==> config.mk <==
export PLATFORM = sky130hd
export DESIGN_NAME = dslot_fetch_seq
export DESIGN_NICKNAME = d
export VERILOG_FILES = /design/src/rtl/dsf_pkg.sv /design/src/rtl/dsf_cond.sv /design/src/rtl/dsf_slot_track.sv /design/src/rtl/dsf_pc_reg.sv /design/src/rtl/dslot_fetch_seq.sv
export SDC_FILE = /design/constraint.sdc
export NUM_CORES = 1
export LEC_CHECK = 0
export BUFFER_PORTS_ARGS = -buffer_cell sky130_fd_sc_hd__buf_4
export CAP_MARGIN = 20
export CORE_MARGIN = 2
export CORE_UTILIZATION = 55
export DETAILED_ROUTE_END_ITERATION = 10
export GPL_TIMING_DRIVEN = 0
export PLACE_DENSITY = 0.81
export SYNTH_ARGS = -nofsm -noshare
export SYNTH_HDL_FRONTEND = slang
export SYNTH_SLANG_ARGS = --single-unit
==> constraint.sdc <==
create_clock -name clk -period 4.7 [get_ports clk]
set_input_delay 0 -clock clk [delete_from_list [all_inputs] [get_ports clk]]
set_output_delay 0 -clock clk [all_outputs]
set_load 0.01 [all_outputs]
==> src/rtl/dsf_pkg.sv <==
`timescale 1ns/1ps
package dsf_pkg;
   // Delay-slot tracking: no slot, slot with sequential follow-on, slot with redirect pending
   typedef enum logic [1:0] {
      SLOT_NONE  = 2'd0,
      SLOT_SEQ   = 2'd1,
      SLOT_REDIR = 2'd2
   } slot_state_e;
endpackage

==> src/rtl/dsf_cond.sv <==
`timescale 1ns/1ps
module dsf_cond #(
   parameter int DW            = 32,
   parameter bit BR_ON_NONZERO = 1'b0
) (
   input  logic [DW-1:0] src_i,
   output logic          take_o
);
   logic is_zero;
   assign is_zero = (src_i == '0);

   generate
      if (BR_ON_NONZERO) begin : g_nez
         assign take_o = ~is_zero;
      end else begin : g_eqz
         assign take_o = is_zero;
      end
   endgenerate
endmodule

==> src/rtl/dsf_slot_track.sv <==
`timescale 1ns/1ps
module dsf_slot_track
   import dsf_pkg::*;
#(
   parameter int AW          = 32,
   parameter int INSTR_BYTES = 4
) (
   input  logic          clk,
   input  logic          rst_n,
   input  logic          adv_i,
   input  logic          br_go_i,
   input  logic          take_i,
   input  logic [AW-1:0] target_i,
   output logic          slot_o,
   output logic          pend_o,
   output logic [AW-1:0] tgt_o
);
   localparam logic [AW-1:0] LOW_BITS = AW'(INSTR_BYTES - 1);
   localparam logic [AW-1:0] KEEP     = ~LOW_BITS;

   slot_state_e   st_q;
   logic [AW-1:0] tgt_q;

   always_ff @(posedge clk or negedge rst_n) begin
      if (!rst_n) begin
         st_q  <= SLOT_NONE;
         tgt_q <= '0;
      end else if (adv_i) begin
         if (br_go_i) begin
            st_q <= take_i ? SLOT_REDIR : SLOT_SEQ;
         end else begin
            st_q <= SLOT_NONE;
         end
         if (br_go_i && take_i) begin
            tgt_q <= target_i & KEEP;
         end
      end
   end

   assign slot_o = (st_q != SLOT_NONE);
   assign pend_o = (st_q == SLOT_REDIR);
   assign tgt_o  = tgt_q;
endmodule

==> src/rtl/dsf_pc_reg.sv <==
`timescale 1ns/1ps
module dsf_pc_reg #(
   parameter int          AW          = 32,
   parameter int          INSTR_BYTES = 4,
   parameter logic [31:0] RESET_PC    = 32'h0
) (
   input  logic          clk,
   input  logic          rst_n,
   input  logic          adv_i,
   input  logic          redir_i,
   input  logic [AW-1:0] tgt_i,
   output logic [AW-1:0] pc_o
);
   localparam logic [AW-1:0] STEP  = AW'(INSTR_BYTES);
   localparam logic [AW-1:0] PC_RV = AW'(RESET_PC);

   logic [AW-1:0] pc_q;
   logic [AW-1:0] pc_d;

   always_comb begin
      pc_d = pc_q;
      if (adv_i) begin
         pc_d = redir_i ? tgt_i : (pc_q + STEP);
      end
   end

   always_ff @(posedge clk or negedge rst_n) begin
      if (!rst_n) begin
         pc_q <= PC_RV;
      end else begin
         pc_q <= pc_d;
      end
   end

   assign pc_o = pc_q;
endmodule

==> src/rtl/dslot_fetch_seq.sv <==
`timescale 1ns/1ps
module dslot_fetch_seq #(
   parameter int          AW            = 32,
   parameter int          DW            = 32,
   parameter int          INSTR_BYTES   = 4,
   parameter logic [31:0] RESET_PC      = 32'h0,
   parameter bit          BR_ON_NONZERO = 1'b0
) (
   input  logic          clk,
   input  logic          rst_n,
   input  logic          stall_i,
   input  logic          br_valid_i,
   input  logic [DW-1:0] br_src_i,
   input  logic [AW-1:0] br_target_i,
   output logic [AW-1:0] fetch_pc_o,
   output logic          fetch_valid_o,
   output logic          br_illegal_o
);
   localparam int ALIGN = $clog2(INSTR_BYTES);

   generate
      if (AW < 8 || AW > 32) begin : g_bad_aw
         $error("dslot_fetch_seq: AW must lie in 8..32");
      end
      if (DW < 1) begin : g_bad_dw
         $error("dslot_fetch_seq: DW must be positive");
      end
      if (INSTR_BYTES < 1 || (1 << ALIGN) != INSTR_BYTES) begin : g_bad_step
         $error("dslot_fetch_seq: INSTR_BYTES must be a power of two");
      end
      if ((RESET_PC & (INSTR_BYTES - 1)) != 0) begin : g_bad_rpc
         $error("dslot_fetch_seq: RESET_PC must be instruction aligned");
      end
   endgenerate

   logic          valid_q;
   logic          issue;
   logic          br_seen;
   logic          br_go;
   logic          take_c;
   logic          slot_q;
   logic          pend_q;
   logic [AW-1:0] tgt_q;

   always_ff @(posedge clk or negedge rst_n) begin
      if (!rst_n) begin
         valid_q <= 1'b0;
      end else begin
         valid_q <= 1'b1;
      end
   end

   assign issue   = valid_q & ~stall_i;
   assign br_seen = issue & br_valid_i;
   assign br_go   = br_seen & ~slot_q;

   dsf_cond #(
      .DW            (DW),
      .BR_ON_NONZERO (BR_ON_NONZERO)
   ) u_cond (
      .src_i  (br_src_i),
      .take_o (take_c)
   );

   dsf_slot_track #(
      .AW          (AW),
      .INSTR_BYTES (INSTR_BYTES)
   ) u_slot (
      .clk      (clk),
      .rst_n    (rst_n),
      .adv_i    (issue),
      .br_go_i  (br_go),
      .take_i   (take_c),
      .target_i (br_target_i),
      .slot_o   (slot_q),
      .pend_o   (pend_q),
      .tgt_o    (tgt_q)
   );

   dsf_pc_reg #(
      .AW          (AW),
      .INSTR_BYTES (INSTR_BYTES),
      .RESET_PC    (RESET_PC)
   ) u_pc (
      .clk     (clk),
      .rst_n   (rst_n),
      .adv_i   (issue),
      .redir_i (pend_q),
      .tgt_i   (tgt_q),
      .pc_o    (fetch_pc_o)
   );

   assign fetch_valid_o = issue;
   assign br_illegal_o  = br_seen & slot_q;
endmodule

==> reports/summary.txt, run 1 <==
status: completed
Most used DFF post-synth: dfrtp_1
Layout Nets: 525
HPWL Detailed: 6640 µm
die height: 80.5 µm
post-synth top area share: 49.0%
Die ar.: 6470 µm²
IO Count: 102
CP endpoint kind: register
routability cong.: 0.931
post-CTS sizing: 0
post-layout util: 81.6%
CP Class: register to register
layout cell share with drive strength beyond 1: 33.0%
Mapped Area: 3220 µm²
worst-path maximum fanout: 10
clock buffer depth: 2
Setup Viol. Count Final: 0
WL/cell: 19.3 µm
hold_buf cts: 32
post-route clock period utilization: 48.9%
Core Footprint: 5570 µm²
Detailed Route WL: 10300 µm
All-Layer GR Usage: 33.3%
post-synthesis sequential area ratio: 49.0%
total number of vias: 3318
Max-slew headroom: 46.6%
post-route ant nets: 0
Placement Setup Slack: 2490 ps
clock period minus final worst setup slack: 2300 ps
Setup WS post-layout: 2400 ps
Sink Count: 63
RSZ-0062 raised after global routing: no
distinct cell type count after synthesis: 46
clk_skew: 8.42 ps
drt initial violations: 328
port buffer count: 97
final-report hold violation count: 0
clock latency on the worst-skew pair: 340 ps
area leader, netlist: dfrtp_1
clock-pin transition on the worst setup and hold timing paths: 70 ps
setup bufs post-CTS: 0
DR pass1 iterations: 6
drt via density: 6.24
EDFF count, synth: 0
Slew Viols, Final: 0
Rows: 27
Max Freq: 435 MHz
Mapped Cells: 315
Starting Density: 57.7%
Finished Cell Area: 4550 µm²
worst vdd ir: 268 µV
YS warnings: 0
startpoint class of the critical path: register
pwr/cell area: 289 nW/µm²
vias in the first global route: 3246
global-route wire length before repair: 16200 µm
Synth Register Bits: 63
Worst EP arrival: 2530 ps
min-delay worst type: primary input to register
TritonCTS clock tree: done
DRC: 0
pin count of the biggest net entering global routing: 64
Post-DP Area: 4040 µm²
H-tree levels: 3
Worst EP required: 4930 ps
total grt overflow: 0
hold_ws: 135 ps
die outline width: 80.5 µm
Area growth, synth to finish: 41.5%
reported leakage power: 2.19 nW
Clock Tree Root: clkbuf_8
Worst-Margin Slew: 795 ps
max cap viols: 0
Avg Inst Size Synth: 10.2 µm²
Synth async-reset ratio: 100%
antenna violations before repair: 0
Synth area leaders: dfrtp_1, mux2_2, a21oi_1, o22ai_1, nand2_1
Num CTS Buffers: 9
Setup Total Neg Slack: 0 ps
# diodes: 0
==> final cells by class <==
cell class | count | area, µm²
buffer | 19 | 109
clock buffer | 13 | 179
clock inverter | 2 | 13.8
fill | 366 | 1020
inverter | 4 | 15.0
multi-input combinational | 230 | 1520
sequential | 63 | 1580
tap | 72 | 90.1
timing repair buffer | 129 | 1050
==> metrics by stage <==
step	total power, mW	cells
after floorplan	0.715	316
after global placement	0.831	485
after detailed placement	0.836	485
after CTS	1.31	532
after global routing	1.37	532
final	1.31	532
==> path summary, 6_finish.rpt <==
path / slack [ps] / cells past startpoint / from / to
max in group asynchronous: 3890 / 2 / rst_n / u_pc.pc_o[22]$_DFFE_PN0N_
worst max-delay path: 2400 / 5 / u_pc.pc_o[2]$_DFFE_PN0N_ / u_pc.pc_o[30]$_DFFE_PN0N_
worst min-delay path: 140 / 5 / br_src_i[22] / u_slot.st_q[0]$_DFFE_PN0N_
worst max register to register: 2400 / 5 / u_pc.pc_o[2]$_DFFE_PN0N_ / u_pc.pc_o[30]$_DFFE_PN0N_
min in group asynchronous: 290 / 2 / rst_n / u_slot.st_q[0]$_DFFE_PN0N_
worst min register to register: 500 / 2 / u_slot.tgt_o[26]$_DFFE_PN0P_ / u_pc.pc_o[26]$_DFFE_PN0N_
==> flip-flops by register name (all words and copies together) (netlist names) <==
register      flops
u_pc.pc_o        30
u_slot.tgt_o     30
u_slot.st_q       2
valid_q           1
==> worst max-delay path, cell delays in order, from the launching register on <==
cell and delay, ps:
dfrtp_1 490, ha_1 260, nand3_1 220, nor4_4 600
nand2_1 280, o31a_1 340
==> layout by cell type, fill, tap and decap left out, types with 2 or more instances in the layout <==
cell           netlist  final
a21oi_1             24     24
o21ai_0             11     11
conb_1               2      3
inv_1                4      4
a2bb2oi_1            4      4
and4_1               2      2
mux2_2              25     25
clkbuf_8             1     14
dfrtp_1             63     63
clkbuf_1             7      7
nor4_4               2      2
a221o_1              3      3
nand3_1             12     12
mux2_1               5      5
buf_4                5    102
nor4_1              11     11
nand2_1             27     27
dlygate4sd3_1        0     32
nor2_1              24     24
a311oi_1             2      2
a211oi_1             7      7
buf_1                4      4
o22ai_1             18     18
nor3_1               5      5
and3_1               5      5
nand4_1             14     14
a31oi_1              4      4
a22oi_1              2      2
nand2b_1             3      3
a21o_1               2      2
==> power by group <==
| group | internal, mW | switching, mW | leakage (nW) | total (mW) |
|---|---|---|---|---|
| logic | 0.123 | 0.108 | 1.23 | 0.231 |
| clock network | 0.246 | 0.212 | 0.101 | 0.458 |
| registers | 0.571 | 0.0535 | 0.856 | 0.624 |
==> cell usage after synthesis (2+ instances only) <==
library cell	n
a21oi_1	24
mux2_2	25
buf_4	5
o22ai_1	18
buf_1	4
o21ai_0	11
nand3_1	12
nand4_1	14
and3_1	5
nor4_4	2
clkbuf_1	7
a2bb2oi_1	4
a22oi_1	2
nor2_1	24
nand2b_1	3
mux2_1	5
nand2_1	27
nor4_1	11
a211oi_1	7
dfrtp_1	63
a21o_1	2
a221o_1	3
inv_1	4
a31oi_1	4
conb_1	2
and4_1	2
nor3_1	5
a311oi_1	2
==> per-layer routing <==
layer / part of all wire, % / up-vias / global-route usage [%]
met1: 39 / 1603 / 43.9
met4: 2.2 / 0 / 12.0
met3: 8.6 / 26 / 6.85
met5: 0 / - / 0
li1: - / 1479 / -
met2: 50 / 210 / 54.5
==> logic make-up (layout without fill, tap and decap cells) <==
family / after synthesis / after routing / synth area share [%]
buf+inv: 23 / 167 / 3.85
fa+ha+maj: 1 / 1 / 0.389
compound gates: 83 / 83 / 16.8
simple gates: 112 / 112 / 18.9
mux: 31 / 31 / 10.8
flops: 63 / 63 / 49.0
other cells: 2 / 3 / 0.234
(Power assumes the default switching activity.)
==> inputs of run 2 (changes only) <==
CORE_UTILIZATION = 51   (was 55)
PLACE_DENSITY = 0.76   (was 0.81)
clock period = 2.35 ns   (was 4.7 ns; I/O delays follow)
==> reports/summary.txt, run 2 (synthesized netlist as in run 1, its figures left out) <==
status: completed
Crit path largest cell delay: 490 ps (-110 ps)
Worst EP arrival: 2140 ps (-390 ps)
Worst setup startpoint: valid_q$_DFF_PN0_
CP endpoint kind: output pin
worst-path maximum fanout: 10 (unchanged)
global-route wire length before repair: 16600 µm (+2.5%)
max cap viols: 0 (unchanged)
RR Startpoint: u_pc.pc_o[2]$_DFFE_PN0N_
IO Count: 102 (unchanged)
clk_skew: 8.57 ps (+0.146 ps)
fillers: 455 (+24%)
Worst setup endpoint: fetch_valid_o
port buffer count: 97 (unchanged)
Max Freq: 468 MHz
CP Class: register to output pin
RSZ-0062 raised after global routing: no
die outline width: 83.4 µm (+3.7%)
Worst-Margin Slew: 794 ps (-0.758 ps)
layout cell share with drive strength beyond 1: 33.1% (+0.073 points)
All-Layer GR Usage: 30.0% (-3.3 points)
clock period minus final worst setup slack: 2140 ps
Max-slew headroom: 47.0% (+0.46 points)
Hold Path Cell Cnt: 5 (unchanged)
reg2reg setup slack: 240 ps (-2160 ps)
pin count of the biggest net entering global routing: 64 (unchanged)
# diodes: 0 (unchanged)
Num CTS Buffers: 9 (unchanged)
placed cells: 488 (+0.62%)
Slew Viols, Final: 0 (unchanged)
leading cell type in the layout, fill and taps excluded: buf_4
Setup Total Neg Slack: 0 ps (unchanged)
Post-Layout Cell Count: 537 (+0.94%)
antenna violations before repair: 0 (unchanged)
Rows: 28 (+3.7%)
clock buffer depth: 2 (unchanged)
min-delay worst type: primary input to register
Post-DP Area: 4040 µm² (about the same)
reg-to-reg endpoint: u_pc.pc_o[28]$_DFFE_PN0N_
clock-pin transition on the worst setup and hold timing paths: 70 ps (about the same)
WL/cell: 18.8 µm (-2.6%)
Worst EP required: 2350 ps (-2580 ps)
drt initial violations: 227 (-31%)
total grt overflow: 0 (unchanged)
DRC: 0 (unchanged)
Starting Density: 53.7% (-4.0 points)
TritonCTS clock tree: done
Slowest-stage cell, CP: buf_1
HPWL Detailed: 6850 µm (+3.3%)
DR pass1 iterations: 5 (-1)
clock latency on the worst-skew pair: 350 ps (about the same)
Detailed Route WL: 10100 µm (-1.7%)
Area growth, synth to finish: 41.3%
post-layout util: 75.9% (-5.8 points)
startpoint class of the critical path: register
Sink Count: 63 (unchanged)
vias in the first global route: 3345 (+3.0%)
Clock Tree Root: clkbuf_8
worst vdd ir: 472 µV (+76%)
Setup Viol. Count Final: 0 (unchanged)
final-report hold violation count: 0 (unchanged)
Worst R2R Path Depth: 7 (+2)
most frequent cells in the layout: buf_4, dfrtp_1, dlygate4sd3_1
pwr/cell area: 565 nW/µm² (+96%)
reported leakage power: 2.18 nW (-0.49%)
post-route ant nets: 0 (unchanged)
routability cong.: 0.881 (-5.4%)
H-tree levels: 3 (unchanged)
post-route clock period utilization: 91.0%
CP dominant cell by count: buf_1
area of the multi-input gates: 1520 µm² (unchanged)
storage element area: 1580 µm² (unchanged)
critical-path cell list: nand2b_1 > inv_1 > buf_1 > buf_1 > buf_4
drt via density: 6.07 (-2.7%)
Core Footprint: 5990 µm² (+7.5%)
Design Power: 2.57 mW (+95%)
Finished Cell Area: 4540 µm² (-0.14%)
total number of vias: 3259 (-1.8%)
die height: 83.4 µm (+3.7%)
Die ar.: 6960 µm² (+7.5%)
Layout Nets: 526 (+0.19%)
run 2: final cells by class:
cell class	instances	area share, %
flip-flops and latches	63	34.7
well taps	75	2.06
clock inverters	5	0.743
clock buffers	11	3.11
plain buffers	19	2.40
multi-input cells	230	33.4
repair buffers	130	23.2
inverters	4	0.330
run 2: where the power goes:
group,switching [mW],internal [mW]
sequential,0.111,1.14
combinational,0.219,0.247
clock,0.440,0.409
total,0.770,1.80
run 2: worst min path at each step:
| stage | start | slack [ps] | to |
|---|---|---|---|
| 4_1_cts | br_src_i[17] | 250 | u_slot.st_q[0]$_DFFE_PN0N_ |
| 3_5_place_dp | rst_n | 140 | u_slot.tgt_o[6]$_DFFE_PN0P_ |
| 6_report | br_src_i[17] | 220 | u_slot.st_q[0]$_DFFE_PN0N_ |
| 3_3_place_gp | rst_n | 140 | u_slot.tgt_o[6]$_DFFE_PN0P_ |
| 5_1_grt | br_src_i[17] | 230 | u_slot.st_q[0]$_DFFE_PN0N_ |
| 2_1_floorplan | rst_n | -300 | u_pc.pc_o[10]$_DFFE_PN0N_ |
run 2: metal layers:
metal  up-vias  global-route usage, %  routed length (µm)
li1       1489                      -                   -
met1      1553                   38.8                4120
met2       195                   48.6                4830
met3        22                   7.36                 939
met4         0                   11.8                 195
met5         -                      0                   0
run 2: per-stage QoR:
step	hold slack [ps]	setup WS (ps)
4_1_cts	250	81.1
3_5_place_dp	141	102
5_1_grt	232	96.8
2_1_floorplan	-296	547
3_3_place_gp	140	131
6_report	215	213
run 2: worst max-delay path, delay by kind of cell, from the launching register on:
family,cells,cell delay [ps]
buffers and inverters,4,1320
flip-flops,1,330
AND/OR/NAND/NOR,1,140
run 2: repair_timing:
| item | CTS | global route |
|---|---|---|
| hold endpoints to repair | 94 | 0 |
| gates resized for setup | 0 | 0 |
| setup endpoints to repair | 0 | 3 |
| buffers inserted | 0 | 1 |
| hold buffers | 32 | 0 |
